## config.mk

```make
export PLATFORM = sky130hd
export DESIGN_NAME = spi_clk_timer
export DESIGN_NICKNAME = d
export VERILOG_FILES = /design/src/rtl/spi_tmr_pkg.sv /design/src/rtl/spi_tmr_ratio.sv /design/src/rtl/spi_tmr_dncnt.sv /design/src/rtl/spi_clk_timer.sv
export SDC_FILE = /design/constraint.sdc
export NUM_CORES = 1
export LEC_CHECK = 0
export BUFFER_PORTS_ARGS = -buffer_cell sky130_fd_sc_hd__buf_2
export CELL_PAD_IN_SITES_DETAIL_PLACEMENT = 1
export CELL_PAD_IN_SITES_GLOBAL_PLACEMENT = 1
export CORE_AREA = 2 2 241 124
export CTS_CLUSTER_SIZE = 12
export DETAILED_ROUTE_END_ITERATION = 6
export DIE_AREA = 0 0 243 126
export PLACE_DENSITY_LB_ADDON = 0.25
export SLEW_MARGIN = 20
export SYNTH_ARGS = -nofsm -noshare
export SYNTH_HDL_FRONTEND = slang
export SYNTH_SLANG_ARGS = --single-unit
```

## constraint.sdc

```tcl
create_clock -name clk -period 6.4 [get_ports clk]
set_clock_uncertainty 0.15 [all_clocks]
set_input_delay 1.28 -clock clk [delete_from_list [all_inputs] [get_ports clk]]
set_output_delay 1.28 -clock clk [all_outputs]
set_load 0.01 [all_outputs]
```

## src/rtl/spi_tmr_pkg.sv

```systemverilog
package spi_tmr_pkg;

   typedef enum logic [1:0] {
      ST_IDLE  = 2'd0,
      ST_LEAD  = 2'd1,
      ST_SHIFT = 2'd2,
      ST_TAIL  = 2'd3
   } tmr_state_e;

   // largest decoded factors
   localparam int PRE_MAX = 7;
   localparam int SCL_MAX = 32768;

   function automatic logic [2:0] pre_val(input logic [1:0] code);
      case (code)
         2'd0:    return 3'd2;
         2'd1:    return 3'd3;
         2'd2:    return 3'd5;
         default: return 3'd7;
      endcase
   endfunction

   function automatic logic [15:0] scl_val(input logic [3:0] code);
      if (code < 4'd4) return {11'd0, code + 4'd1, 1'b0};
      else             return 16'd1 << code;
   endfunction

endpackage

```

## src/rtl/spi_tmr_ratio.sv

```systemverilog
module spi_tmr_ratio
   import spi_tmr_pkg::*;
#(
   parameter int CNT_W    = 18,
   parameter bit HALVE_EN = 1'b1
) (
   input  logic [1:0]       pre,
   input  logic [3:0]       scl,
   input  logic             halve,
   output logic [CNT_W-1:0] len
);

   logic [CNT_W-1:0] full;

   assign full = CNT_W'(pre_val(pre)) * CNT_W'(scl_val(scl));

   generate
      if (HALVE_EN) begin : g_halve
         assign len = halve ? (full >> 1) : full;
      end else begin : g_plain
         logic unused_halve;
         assign unused_halve = halve;
         assign len = full;
      end
   endgenerate

endmodule

```

## src/rtl/spi_tmr_dncnt.sv

```systemverilog
module spi_tmr_dncnt #(
   parameter int W = 18
) (
   input  logic         clk,
   input  logic         rst_n,
   input  logic         load,
   input  logic [W-1:0] load_val,
   output logic         zero
);

   logic [W-1:0] cnt;

   always_ff @(posedge clk) begin
      if (!rst_n)             cnt <= '0;
      else if (load)          cnt <= load_val;
      else if (cnt != '0)     cnt <= cnt - W'(1);
   end

   assign zero = (cnt == '0);

endmodule

```

## src/rtl/spi_clk_timer.sv

```systemverilog
module spi_clk_timer
   import spi_tmr_pkg::*;
#(
   parameter int EDGE_W   = 6,
   parameter int CNT_W    = 18,
   parameter bit HALVE_EN = 1'b1
) (
   input  logic              clk,
   input  logic              rst_n,
   input  logic              start,
   input  logic              queue_halt,
   input  logic              cont_cs,
   input  logic              dbl_rate,
   input  logic              cpol,
   input  logic              cpha,
   input  logic [1:0]        sck_pre,
   input  logic [3:0]        sck_scl,
   input  logic [1:0]        lead_pre,
   input  logic [3:0]        lead_scl,
   input  logic [1:0]        tail_pre,
   input  logic [3:0]        tail_scl,
   input  logic [EDGE_W-1:0] edge_num,
   output logic              sck,
   output logic              cs_n,
   output logic              busy,
   output logic              done
);

   localparam int NEED_W   = $clog2(PRE_MAX * SCL_MAX + 1);
   localparam int NUM_DIV  = 3;
   localparam int IDX_SCK  = 0;
   localparam int IDX_LEAD = 1;
   localparam int IDX_TAIL = 2;

   generate
      if (CNT_W < NEED_W) begin : g_bad_cnt_w
         $error("CNT_W too narrow for the largest divide product");
      end
      if (EDGE_W < 1) begin : g_bad_edge_w
         $error("EDGE_W must be at least 1");
      end
   endgenerate

   // divide products for SCK, lead and tail
   logic [1:0]       pre_sel   [NUM_DIV];
   logic [3:0]       scl_sel   [NUM_DIV];
   logic             halve_sel [NUM_DIV];
   logic [CNT_W-1:0] div_len   [NUM_DIV];

   assign pre_sel[IDX_SCK]    = sck_pre;
   assign scl_sel[IDX_SCK]    = sck_scl;
   assign halve_sel[IDX_SCK]  = dbl_rate;
   assign pre_sel[IDX_LEAD]   = lead_pre;
   assign scl_sel[IDX_LEAD]   = lead_scl;
   assign halve_sel[IDX_LEAD] = 1'b0;
   assign pre_sel[IDX_TAIL]   = tail_pre;
   assign scl_sel[IDX_TAIL]   = tail_scl;
   assign halve_sel[IDX_TAIL] = 1'b0;

   genvar g;
   generate
      for (g = 0; g < NUM_DIV; g++) begin : g_div
         spi_tmr_ratio #(
            .CNT_W    (CNT_W),
            .HALVE_EN (HALVE_EN && (g == IDX_SCK))
         ) u_ratio (
            .pre   (pre_sel[g]),
            .scl   (scl_sel[g]),
            .halve (halve_sel[g]),
            .len   (div_len[g])
         );
      end
   endgenerate

   logic [CNT_W-1:0] live_hi, live_lo;
   assign live_hi = (div_len[IDX_SCK] + CNT_W'(1)) >> 1;
   assign live_lo = div_len[IDX_SCK] >> 1;

   // state and captured frame settings
   tmr_state_e        st, st_d;
   logic [EDGE_W-1:0] slots, slots_d;
   logic [CNT_W-1:0]  lat_hi, lat_lo, lat_tail;
   logic [EDGE_W-1:0] lat_edges;
   logic              lat_cpha, lat_cont;
   logic              sck_q, sck_d, cs_q, cs_d, done_q, done_d;

   logic              cnt_ld, cnt_zero;
   logic [CNT_W-1:0]  cnt_val;

   spi_tmr_dncnt #(.W(CNT_W)) u_phase (
      .clk      (clk),
      .rst_n    (rst_n),
      .load     (cnt_ld),
      .load_val (cnt_val),
      .zero     (cnt_zero)
   );

   // live values are used on the accepting edge, captured ones afterwards
   logic              use_live, accept, do_enter, do_exit, slot_lvl, base_lvl;
   logic [CNT_W-1:0]  eff_hi, eff_lo, eff_tail;
   logic [EDGE_W-1:0] eff_edges;
   logic              eff_cpha, eff_cont;

   assign use_live  = (st == ST_IDLE);
   assign eff_hi    = use_live ? live_hi            : lat_hi;
   assign eff_lo    = use_live ? live_lo            : lat_lo;
   assign eff_tail  = use_live ? div_len[IDX_TAIL]  : lat_tail;
   assign eff_edges = use_live ? edge_num           : lat_edges;
   assign eff_cpha  = use_live ? cpha               : lat_cpha;
   assign eff_cont  = use_live ? cont_cs            : lat_cont;
   assign base_lvl  = use_live ? cpol               : sck_q;

   always_comb begin
      st_d     = st;
      slots_d  = slots;
      sck_d    = sck_q;
      cs_d     = cs_q;
      done_d   = 1'b0;
      cnt_ld   = 1'b0;
      cnt_val  = '0;
      accept   = 1'b0;
      do_enter = 1'b0;
      do_exit  = 1'b0;
      slot_lvl = 1'b0;

      case (st)
         ST_IDLE: begin
            sck_d = cpol;
            if (start && !queue_halt) begin
               accept = 1'b1;
               cs_d   = 1'b0;
               if (cont_cs) begin
                  do_enter = 1'b1;
               end else begin
                  st_d    = ST_LEAD;
                  cnt_ld  = 1'b1;
                  cnt_val = div_len[IDX_LEAD] - CNT_W'(1);
               end
            end
         end
         ST_LEAD: begin
            if (cnt_zero) do_enter = 1'b1;
         end
         ST_SHIFT: begin
            if (cnt_zero) begin
               if (!lat_cpha) sck_d = ~sck_q;
               if (slots == EDGE_W'(1)) begin
                  do_exit = 1'b1;
               end else begin
                  slots_d  = slots - EDGE_W'(1);
                  slot_lvl = ~sck_q;
                  if (lat_cpha) sck_d = ~sck_q;
                  cnt_ld   = 1'b1;
                  cnt_val  = (slot_lvl ? lat_hi : lat_lo) - CNT_W'(1);
               end
            end
         end
         ST_TAIL: begin
            if (cnt_zero) begin
               cs_d   = 1'b1;
               done_d = 1'b1;
               st_d   = ST_IDLE;
            end
         end
         default: st_d = ST_IDLE;
      endcase

      if (do_enter) begin
         if (eff_edges == '0) begin
            do_exit = 1'b1;
         end else begin
            st_d     = ST_SHIFT;
            slots_d  = eff_edges;
            slot_lvl = eff_cpha ? ~base_lvl : base_lvl;
            sck_d    = slot_lvl;
            cnt_ld   = 1'b1;
            cnt_val  = (slot_lvl ? eff_hi : eff_lo) - CNT_W'(1);
         end
      end

      if (do_exit) begin
         if (eff_cont) begin
            st_d   = ST_IDLE;
            done_d = 1'b1;
         end else begin
            st_d    = ST_TAIL;
            cnt_ld  = 1'b1;
            cnt_val = eff_tail - CNT_W'(1);
         end
      end
   end

   always_ff @(posedge clk) begin
      if (!rst_n) begin
         st     <= ST_IDLE;
         slots  <= '0;
         sck_q  <= 1'b0;
         cs_q   <= 1'b1;
         done_q <= 1'b0;
      end else begin
         st     <= st_d;
         slots  <= slots_d;
         sck_q  <= sck_d;
         cs_q   <= cs_d;
         done_q <= done_d;
      end
   end

   always_ff @(posedge clk) begin
      if (!rst_n) begin
         lat_hi    <= '0;
         lat_lo    <= '0;
         lat_tail  <= '0;
         lat_edges <= '0;
         lat_cpha  <= 1'b0;
         lat_cont  <= 1'b0;
      end else if (accept) begin
         lat_hi    <= live_hi;
         lat_lo    <= live_lo;
         lat_tail  <= div_len[IDX_TAIL];
         lat_edges <= edge_num;
         lat_cpha  <= cpha;
         lat_cont  <= cont_cs;
      end
   end

   assign sck  = sck_q;
   assign cs_n = cs_q;
   assign done = done_q;
   assign busy = (st != ST_IDLE);

endmodule

```

; ---- Word-level counts from Yosys, hierarchy flattened
; Index checks and enable logic that the tools add are counted.
[totals]
regBits = 89
in_bits = 32
[classes]
add_sub_neg = 10
multipliers = 3
n_lt_le_gt_ge = 3
n_eq_ne = 12
shift = 3
mux = 74
bitwise = 2
reduce_logical = 13
[op_table]
columns = cell, n
row1 = $mux W18, 12
row2 = $mux W17, 4
row3 = $mul A3 B16 Y18, 3
row4 = $sub A18 B1 Y18 const B, 3
row5 = $mux W16, 3
row6 = $shl A1 B4 Y16 const A, 3
row7 = $mux W6, 6
row8 = $pmux W18 S2, 1
row9 = $sub A17 B1 Y18 const B, 2
row10 = $mux W1, 33
row11 = $pmux W3 S3, 3
row12 = $add A18 B1 Y18 const B, 1
row13 = $logic_not A18 Y1, 1
row14 = $reduce_bool A18 Y1, 1
row15 = $mux W2, 7
row16 = $add A4 B1 Y4 const B, 3
row17 = $lt A4 B3 Y1 const B, 3
row18 = $eq A2 B2 Y1 const B, 5
row19 = $eq A2 B1 Y1 const B, 4
row20 = $logic_not A2 Y1, 4
row21 = $pmux W1 S2, 4
row22 = $eq A6 B1 Y1 const B, 1
row23 = $logic_not A6 Y1, 1
row24 = $reduce_bool A2 Y1, 3
row25 = other kinds (8), 9

; ---- Logic depth before layout (Yosys ltp)
; Gate-level depths: netlist (run 1).
[depth]
ltp_word = 13
ltp_mapped = 23
ltp_nobuf = 22

; ---- Modules after synthesis
; From an unflattened synthesis (run 1), not the netlist that was laid out.
[hier_totals]
cells_unflattened = 1682
hier_area_um2 = 12199.2
[by_module_without_submodules]
columns = module, instances, cells_each, area_per_inst_um2, seq_area_each_um2
row1 = spi_clk_timer, 1, 873, 6291.0, 1421.4
row2 = spi_tmr_ratio (g_div[1].u_ratio ...), 2, 222, 1545.2, 0.0
row3 = spi_tmr_ratio (g_div[0].u_ratio), 1, 251, 1776.7, 0.0
row4 = spi_tmr_dncnt, 1, 114, 1041.0, 360.3

; ---- Least setup slack after synthesis (run 1)
; Ideal clock, no wire load.
[synth_path]
path_type = input to register
startpoint = input port sck_scl[0]
endpoint = register u_phase.cnt[17]
setup_ns = 0.086
arrival_time_ns = 6.026
required_ns = 6.164
setup_slack_ns = 0.138
cell_stages = 21
n_path_buf = 1
cell_sequence = ha_1 ha_1 nand2_1 o21ai_0 or3b_2 fa_1 inv_1 ha_1 buf_2 o21ai_0 o21ai_0 a21oi_1 mux2_2 nor3_4 nand3_1 or4_1 a31oi_1 nor2b_1 and2_1 a41oi_1 a221oi_2
[synth_between]
elab_chain_cells = 13
[synth_lines]
columns = element, line
row1 = "start, declared", spi_clk_timer.sv:17  ; input logic [3:0] sck_scl,
row2 = $add A4 B1 Y4 (tied with other cells), spi_tmr_pkg.sv:24  ; if (code < 4'd4) return {11'd0, code + 4'd1, 1'b0};
row3 = $mux W16 (*), spi_tmr_pkg.sv:24
row4 = $mul A3 B16 Y18 (*), spi_tmr_ratio.sv:15  ; assign full = CNT_W'(pre_val(pre)) * CNT_W'(scl_val(scl));
row5 = $mux W18 (*), spi_tmr_ratio.sv:19  ; assign len = halve ? (full >> 1) : full;
row6 = $add A18 B1 Y18, spi_clk_timer.sv:76  ; assign live_hi = (div_len[IDX_SCK] + CNT_W'(1)) >> 1;
row7 = $mux W17, spi_clk_timer.sv:105  ; assign eff_hi = use_live ? live_hi : lat_hi;
row8 = $mux W17 (*), spi_clk_timer.sv:177  ; cnt_val = (slot_lvl ? eff_hi : eff_lo) - CNT_W'(1);
row9 = $sub A17 B1 Y18 (*), spi_clk_timer.sv:177
row10 = $mux W18 (*), spi_clk_timer.sv:169  ; if (eff_edges == '0) begin
row11 = $mux W18 (*), spi_clk_timer.sv:168  ; if (do_enter) begin
row12 = $mux W18, spi_clk_timer.sv:182  ; if (eff_cont) begin
row13 = $mux W18 (*), spi_clk_timer.sv:181  ; if (do_exit) begin
row14 = $mux W18 (*), spi_tmr_dncnt.sv:15  ; else if (load) cnt <= load_val;
row15 = "end signal, assigned", spi_tmr_dncnt.sv:15
row16 = "end signal, assigned", spi_tmr_dncnt.sv:16  ; else if (cnt != '0) cnt <= cnt - W'(1);
row17 = "end, declared", spi_tmr_dncnt.sv:11  ; logic [W-1:0] cnt;
; Mark *: on every way between the ends. The rest lies on a longest branch, timed or not.
; A chain may end at the register's enable or synchronous reset.

; ---- Worst setup path after layout (run 1)
[layout_path]
startpoint = input port sck_scl[0]
endpoint = register u_phase.cnt[16]
; Same word-level chain as after synthesis.

==> results.toml, run 1 <==
[run_status]
status = "finished clean"

[sta]
layout_setup_ws_ns = 0.133
fin_crit_sh_pct = 97.9
fmaxAchievable_mhz = 160
fin_crit_ns = 6.27
finalMaxSlewViolations = 0
setup_viol = 0
relSlewSlack_pct = 24.8
hold_viol_final = 0
hold_ws_ns = 0.308
tightest_slew_ns = 1.12

[hold_path]
hp-class = "reg -> reg"

[power]
ir_drop_uv = 178
p_int_mw = 1.55
seq_power_share_pct = 25.0
p_leak_nw = 6.06
fin_total_pwr_mw = 2.88
p_comb_share_pct = 55.2
p_sw_mw = 1.33
switching_share_pct = 46.3
p_per_area_mw_per_mm2 = 204
clockPowerShare_pct = 19.8

[critical_path]
worstPathRequired_ns = 6.50
crit_top_cell = "ha_4"
start_kind = "input port"
path_cells = "buf_2 > ha_4 > ha_4 > nand2_1 > o21ai_2 > or3b_2 > fa_1 > inv_1 > ha_2 > o21a_2 > a2111oi_4 > or3_4 > nand4_1 > or4_4 > nor4b_4 > xnor2_2 > a211oi_4 > buf_4 > nand3b_1 > nor3_2 > xor2_1 > o211ai_1"
end_kind = "register"
cp_top_family = "simple AND/OR/NAND/NOR gates"
crit_buf_inv = 3
crit_slowest_cell = "or4_4"
reg2reg_from = "u_phase.cnt[0]"
crit_type = "in -> reg"
cp.arrival_ns = 6.37
critical_path_depth = 22
reg2regPathDepth = 14
critical_path.max_fanout = 7
r2r-end = "u_phase.cnt[17]"
critical_path.endpoint = "u_phase.cnt[16]"
startpoint = "sck_scl[0]"
reg2reg_setup_slack_ns = 1.38
cp_slowest_stage_delay_ns = 0.58

[finish]
instances_no_fill = 2179
n_fill_cell = 3641
nNetsFinal = 1958
antennaDiodeCount = 0
final_layout_size_suffix_gt1_share_pct = 16.3
syn_to_final_growth_pct = 16.9

[clock_network]
clockBufferDepth = 2
clock-sinks = 89
cts_root_buffer = "clkbuf_16"
path_clk_slew_ns = 0.08
cts_tree = "yes"
htreeDepth = 3
clk_latency_ns = 0.37
cts-buffers-inserted = 9

[global_route]
grt_pass1_wl_um = 71600
grt_pass1_vias = 12900
grt_max_degree = 72
grt_overflow = 0
antenna_found_initial = 3
grt_use_total_pct = 29.2

[routing]
antenna_left = 0
drc = 0
drt_wl_total_um = 45400
drtIter0Drc = 1136
routedWlPerCell_um = 20.8
num_vias = 13000
drt_first_pass_iters = 5
vias_per_cell = 5.97

[placement]
gp_congestion = 0.975
dp_cells = 2160
portBuffers = 35
place_ws_ns = -0.504
dpl.hpwl_um = 36500

[synth]
yosys_register_bits = 89
ys.flop_type = "dfxtp_1"
netlist_area_mm2 = 0.0121
synth.distinct_cells = 93
synth-seq-area-share_pct = 14.7
async_reset_ff_share_pct = 0
syn_area_per_cell_um2 = 7.21
yosys_warnings = 0
synth_edf_count = 0
syn_inst = 1675

[die]
start_util_pct = 42.4
rows = 44
die_area_mm2 = 0.0306
io_pins = 36
die_h_um = 126
core_mm2 = 0.0285
die_w_um = 243

[run]
drv_cap = 0
## cell usage in the layout (no fill, tap or decap), drive strengths merged, types with 11 or more instances in the layout
master | netlist | routed
fa | 45 | 45
nor4 | 20 | 20
a31oi | 19 | 19
ha | 98 | 98
nor3 | 65 | 65
nand2b | 11 | 11
mux2i | 38 | 38
xor2 | 41 | 41
or4 | 15 | 15
o21ai | 55 | 55
nand2 | 235 | 235
o21a | 11 | 11
o211ai | 15 | 15
dfxtp | 89 | 89
nand3 | 54 | 54
nor2b | 18 | 18
a211oi | 37 | 37
nand4 | 19 | 19
o22ai | 16 | 16
a21oi | 120 | 120
inv | 122 | 126
or3 | 12 | 12
nor2 | 160 | 160
and2 | 19 | 19
xnor2 | 77 | 77
buf | 25 | 181
a21o | 13 | 13
and3 | 21 | 21
nor3b | 12 | 12
## synth_stat cells (21+ instances only)
master	n	share of area (%)
a211oi_1	33	2.1
a21oi_1	120	5.0
and3_1	21	1.1
clkbuf_1	65	2.0
dfxtp_1	89	15
fa_1	45	7.5
ha_1	98	10
inv_1	121	3.8
mux2i_1	38	3.1
nand2_1	235	7.3
nand3_1	54	2.2
nor2_1	158	4.9
nor3_1	61	2.5
o21ai_0	52	2.2
xnor2_1	77	5.6
xor2_1	41	3.0
## through the flow
step	setup TNS, ns	utilization [%]	area [um2]
after global routing	-0.0457	49.5	14100
after floorplan	0	-	12100
after detailed placement	-3.48	47.3	13500
after CTS	0	48.5	13800
final	0	49.5	14100
after global placement	-1.42	47.3	13500
## worst min-delay path by stage
| stage | start | end | slack (ns) | depth (start not counted) |
|---|---|---|---|---|
| final | lat_tail[14] | lat_tail[14] | 0.31 | 2 |
| after global routing | lat_tail[13] | lat_tail[13] | 0.32 | 2 |
| after CTS | lat_tail[13] | lat_tail[13] | 0.31 | 2 |
| after detailed placement | lat_tail[13] | lat_tail[13] | 0.30 | 2 |
| after global placement | lat_tail[14] | lat_tail[14] | 0.29 | 2 |
| after floorplan | lat_tail[13] | lat_tail[13] | 0.28 | 2 |
## cells by family (layout without fill, tap and decap cells)
kind of cell	Yosys count	after routing	share of synthesized area, %
compound gates	380	380	21.0
simple gates	681	681	27.0
mux	47	47	4.08
flops	89	89	14.7
fa+ha+maj	143	143	17.6
other cells	2	8	0.0622
buf+inv	215	322	6.93
xor+xnor	118	118	8.55
## power by group through the flow
stage,clock (mW),combinational [mW],sequential (mW)
floorplan,0,1.04,0.699
global placement,0,1.45,0.723
detailed placement,0,1.51,0.728
CTS,0.571,1.53,0.716
global route,0.594,1.73,0.729
finish,0.570,1.59,0.720
## what timing repair did
| action | in CTS | in global routing |
|---|---|---|
| resized for setup | 8 | 57 |
| hold endpoints to repair | 0 | 0 |
| setup buffers | 0 | 3 |
| endpoints found under the setup margin | 6 | 11 |
| pin swaps | 5 | 24 |
| hold buffers | 0 | 0 |
## layout make-up
cell class	count	area [um2]	area share, %
Clock buffer	9	225	1.59
Clock inverter	7	80.1	0.567
Inverter	125	469	3.32
Multi-Input combinational cell	1377	9790	69.3
Sequential cell	89	1780	12.6
Tap cell	391	489	3.46
Timing Repair Buffer	181	1290	9.12
## per-layer routing
metal / global-route usage (%) / up-vias / part of all wire [%]
li1: - / 6091 / -
met1: 46.7 / 6505 / 52
met2: 40.1 / 384 / 39
met3: 6.44 / 31 / 8.4
met4: 2.89 / 4 / 0.55
met5: 0 / - / 0.046
## state kept, by name (all words and copies together), names as in the netlist
name / flops
lat_cpha: 1
lat_tail: 18
lat_hi: 17
u_phase.cnt: 18
slots: 6
lat_cont: 1
lat_edges: 6
cs_n: 1
sck: 1
done: 1
lat_lo: 17
st: 2
## worst register-to-register path: cells and delay by family (launching register included)
kind	cells	cell delay, ns
adders and majority gates	1	0.22
buffers and inverters	2	0.29
DFF	1	0.38
and+or+nand+nor	6	2.36
AOI/OAI and AO/OA	5	1.56
No activity file was read; power rests on OpenSTA's default activity.
==> run 2: changes to the inputs <==
Settings changed: ABC_AREA set to 1, CORE_AREA 2 2 241 124 to 2 2 247 127, DIE_AREA 0 0 243 126 to 0 0 249 129.
==> results.toml, run 2 <==
[critical_path]
reg2reg_from = "st[1]"
reg2reg_setup_slack_ns = 1.81
start_kind = "input port"
crit_buf_inv = 3
r2r-end = "u_phase.cnt[14]"
crit_slowest_cell = "fa_1"
cp_slowest_stage_delay_ns = 0.56
crit_type = "in -> reg"
cp.arrival_ns = 6.08
critical_path.max_fanout = 6
crit_top_cell = "nand2_2"
startpoint = "sck_scl[0]"
reg2regPathDepth = 26
end_kind = "register"
worstPathRequired_ns = 6.56
cp_top_family = "simple AND/OR/NAND/NOR gates"

[clock_network]
postCtsHoldBufs = 0
clockBufferDepth = 2
path_clk_slew_ns = 0.08
htreeDepth = 3
clock-sinks = 89
cts_tree = "yes"
cts-buffers-inserted = 9
cts_root_buffer = "clkbuf_16"
clk_latency_ns = 0.38

[routing]
drt_first_pass_iters = 6
antenna_left = 0
routedWlPerCell_um = 18.0
vias_per_cell = 5.53
drt_wl_total_um = 43900
num_vias = 13500
drtIter0Drc = 1044
drc = 0

[synth]
ys_top_cells_by_area = "dfxtp_1 14%, nand2_1 14%, ha_1 9.9%"
syn_inst = 2036
yosys.area.top_type_share_pct = 14.3
synth_edf_count = 0
ys.flop_type = "dfxtp_1"
netlist_area_mm2 = 0.0124
async_reset_ff_share_pct = 0
yosys_register_bits = 89
netlist_top_cells_count = "469 x nand2_1, 326 x inv_1, 165 x nor2_1, 150 x a21oi_1, 149 x nand3_1"
yosysTopAreaCell = "dfxtp_1"
syn_area_per_cell_um2 = 6.10
synth.distinct_cells = 62
yosys_warnings = 0
yosysMostFrequentCell = "nand2_1"
synth-seq-area-share_pct = 14.3

[finish]
finalInstanceArea_mm2 = 0.0132
layout_common_cells = "469 x nand2_1, 323 x inv_1, 162 x nor2_1"
final_layout_size_suffix_gt1_share_pct = 8.97
antennaDiodeCount = 0
nNetsFinal = 2211
reg_top3 = "lat_tail: 18 flops, u_phase.cnt: 18 flops"
syn_to_final_growth_pct = 6.55
final_common_cell = "nand2_1"
fin_util_pct = 44.3
instances_no_fill = 2440

[power]
ir_drop_uv = 159
fin_total_pwr_mw = 2.76
p_per_area_mw_per_mm2 = 208
p_leak_nw = 6.70

[global_route]
grt_pass1_vias = 13200
grt_max_degree = 68
grt_overflow = 0
grt_pass1_wl_um = 70700
antenna_found_initial = 0
grt_use_total_pct = 27.6

[placement]
placed_cell_area_mm2 = 0.0129
place_ws_ns = 0.0707
dp_cells = 2424
dpl.hpwl_um = 35600
portBuffers = 35
gp_congestion = 0.956

[die]
core_mm2 = 0.0299
die_h_um = 129
die_w_um = 249
rows = 45
die_area_mm2 = 0.0321
io_pins = 36
start_util_pct = 41.6

[run_status]
status = "finished clean"

[sta]
finalSetupTns_ns = 0
fin_crit_ns = 5.92
hold_viol_final = 0
setup_viol = 0
hold_ws_ns = 0.305
rsz0062_at_grt = "false"
fmaxAchievable_mhz = 169
tightest_slew_ns = 0.843
fin_crit_sh_pct = 92.5
finalMaxSlewViolations = 0
relSlewSlack_pct = 43.8
layout_setup_ws_ns = 0.483

[hold_path]
hp-class = "reg -> reg"
min_path_cells = 2
holdCritStartpoint = "lat_edges[2]"
whs_endpoint = "lat_edges[2]"

[run]
drv_cap = 0
run 2: changes by cell type in the layout (fill, tap and decap cells not counted), sizes merged, moves of 19 or more:
cell and delta:
mux2i -30, xnor2 -58, a211oi -31, nor3 -29, nand2 +273, nor2 +24
o21ai +98, inv +219, a21oi +36, nand3 +107, and3 -19, buf -130
run 2: worst max-delay path by stage:
| stage | endpoint | slack [ns] | cells after the start |
|---|---|---|---|
| 6_report | u_phase.cnt[13] | 0.48 | 28 |
| 5_1_grt | u_phase.cnt[14] | 0.02 | 33 |
| 4_1_cts | u_phase.cnt[12] | 0.45 | 29 |
| 3_5_place_dp | u_phase.cnt[12] | 0.07 | 29 |
| 3_3_place_gp | u_phase.cnt[13] | 0.30 | 28 |
| 2_1_floorplan | u_phase.cnt[14] | 0.99 | 31 |
run 2: cell type report:
| type | instances | area, um2 |
|---|---|---|
| fillers | 4155 | 16700 |
| multi-input cells | 1539 | 9080 |
| flip-flops and latches | 89 | 1780 |
| inverters | 346 | 1300 |
| well taps | 399 | 499 |
| repair buffers | 51 | 295 |
| clock buffers | 12 | 256 |
| clock inverters | 4 | 33.8 |
run 2: logic make-up after synthesis:
group                    Yosys count  synth area share (%)
other                              2                0.0604
adder cells (fa/ha/maj)          143                  17.1
AND/OR/NAND/NOR                  948                  34.1
AO/OA/AOI/OAI                    383                  17.3
buffers and inverters            414                  13.0
XOR/XNOR                          49                  3.45
multiplexers                       8                 0.644
flip-flops                        89                  14.3
run 2: where the power goes:
group	switching, mW	total (mW)	internal (mW)	leakage (nW)
clock	0.275	0.564	0.289	0.140
sequential	0.0856	0.723	0.637	0.731
combinational	1.01	1.47	0.465	5.83
total	1.37	2.76	1.39	6.70
run 2: timing repair:
action	4_1_cts	5_1_grt
hold endpoints to repair	0	0
endpoints found under the setup margin	0	3
buffers inserted	0	0
gates resized for setup	0	5
run 2: tightest hold or removal path: cells and delay by family (launching register included):
family	cells	cell delay, ns
buffers and inverters	1	0.06
AO/OA/AOI/OAI	1	0.05
flip-flops	1	0.30
run 2: layer usage:
metal / share of wire, % / up-vias / track usage [%]
li1: - / 6561 / -
met1: 53 / 6532 / 41.9
met2: 38 / 382 / 39.0
met3: 8.7 / 28 / 7.87
met4: 0.82 / 0 / 3.35
met5: 0 / - / 0
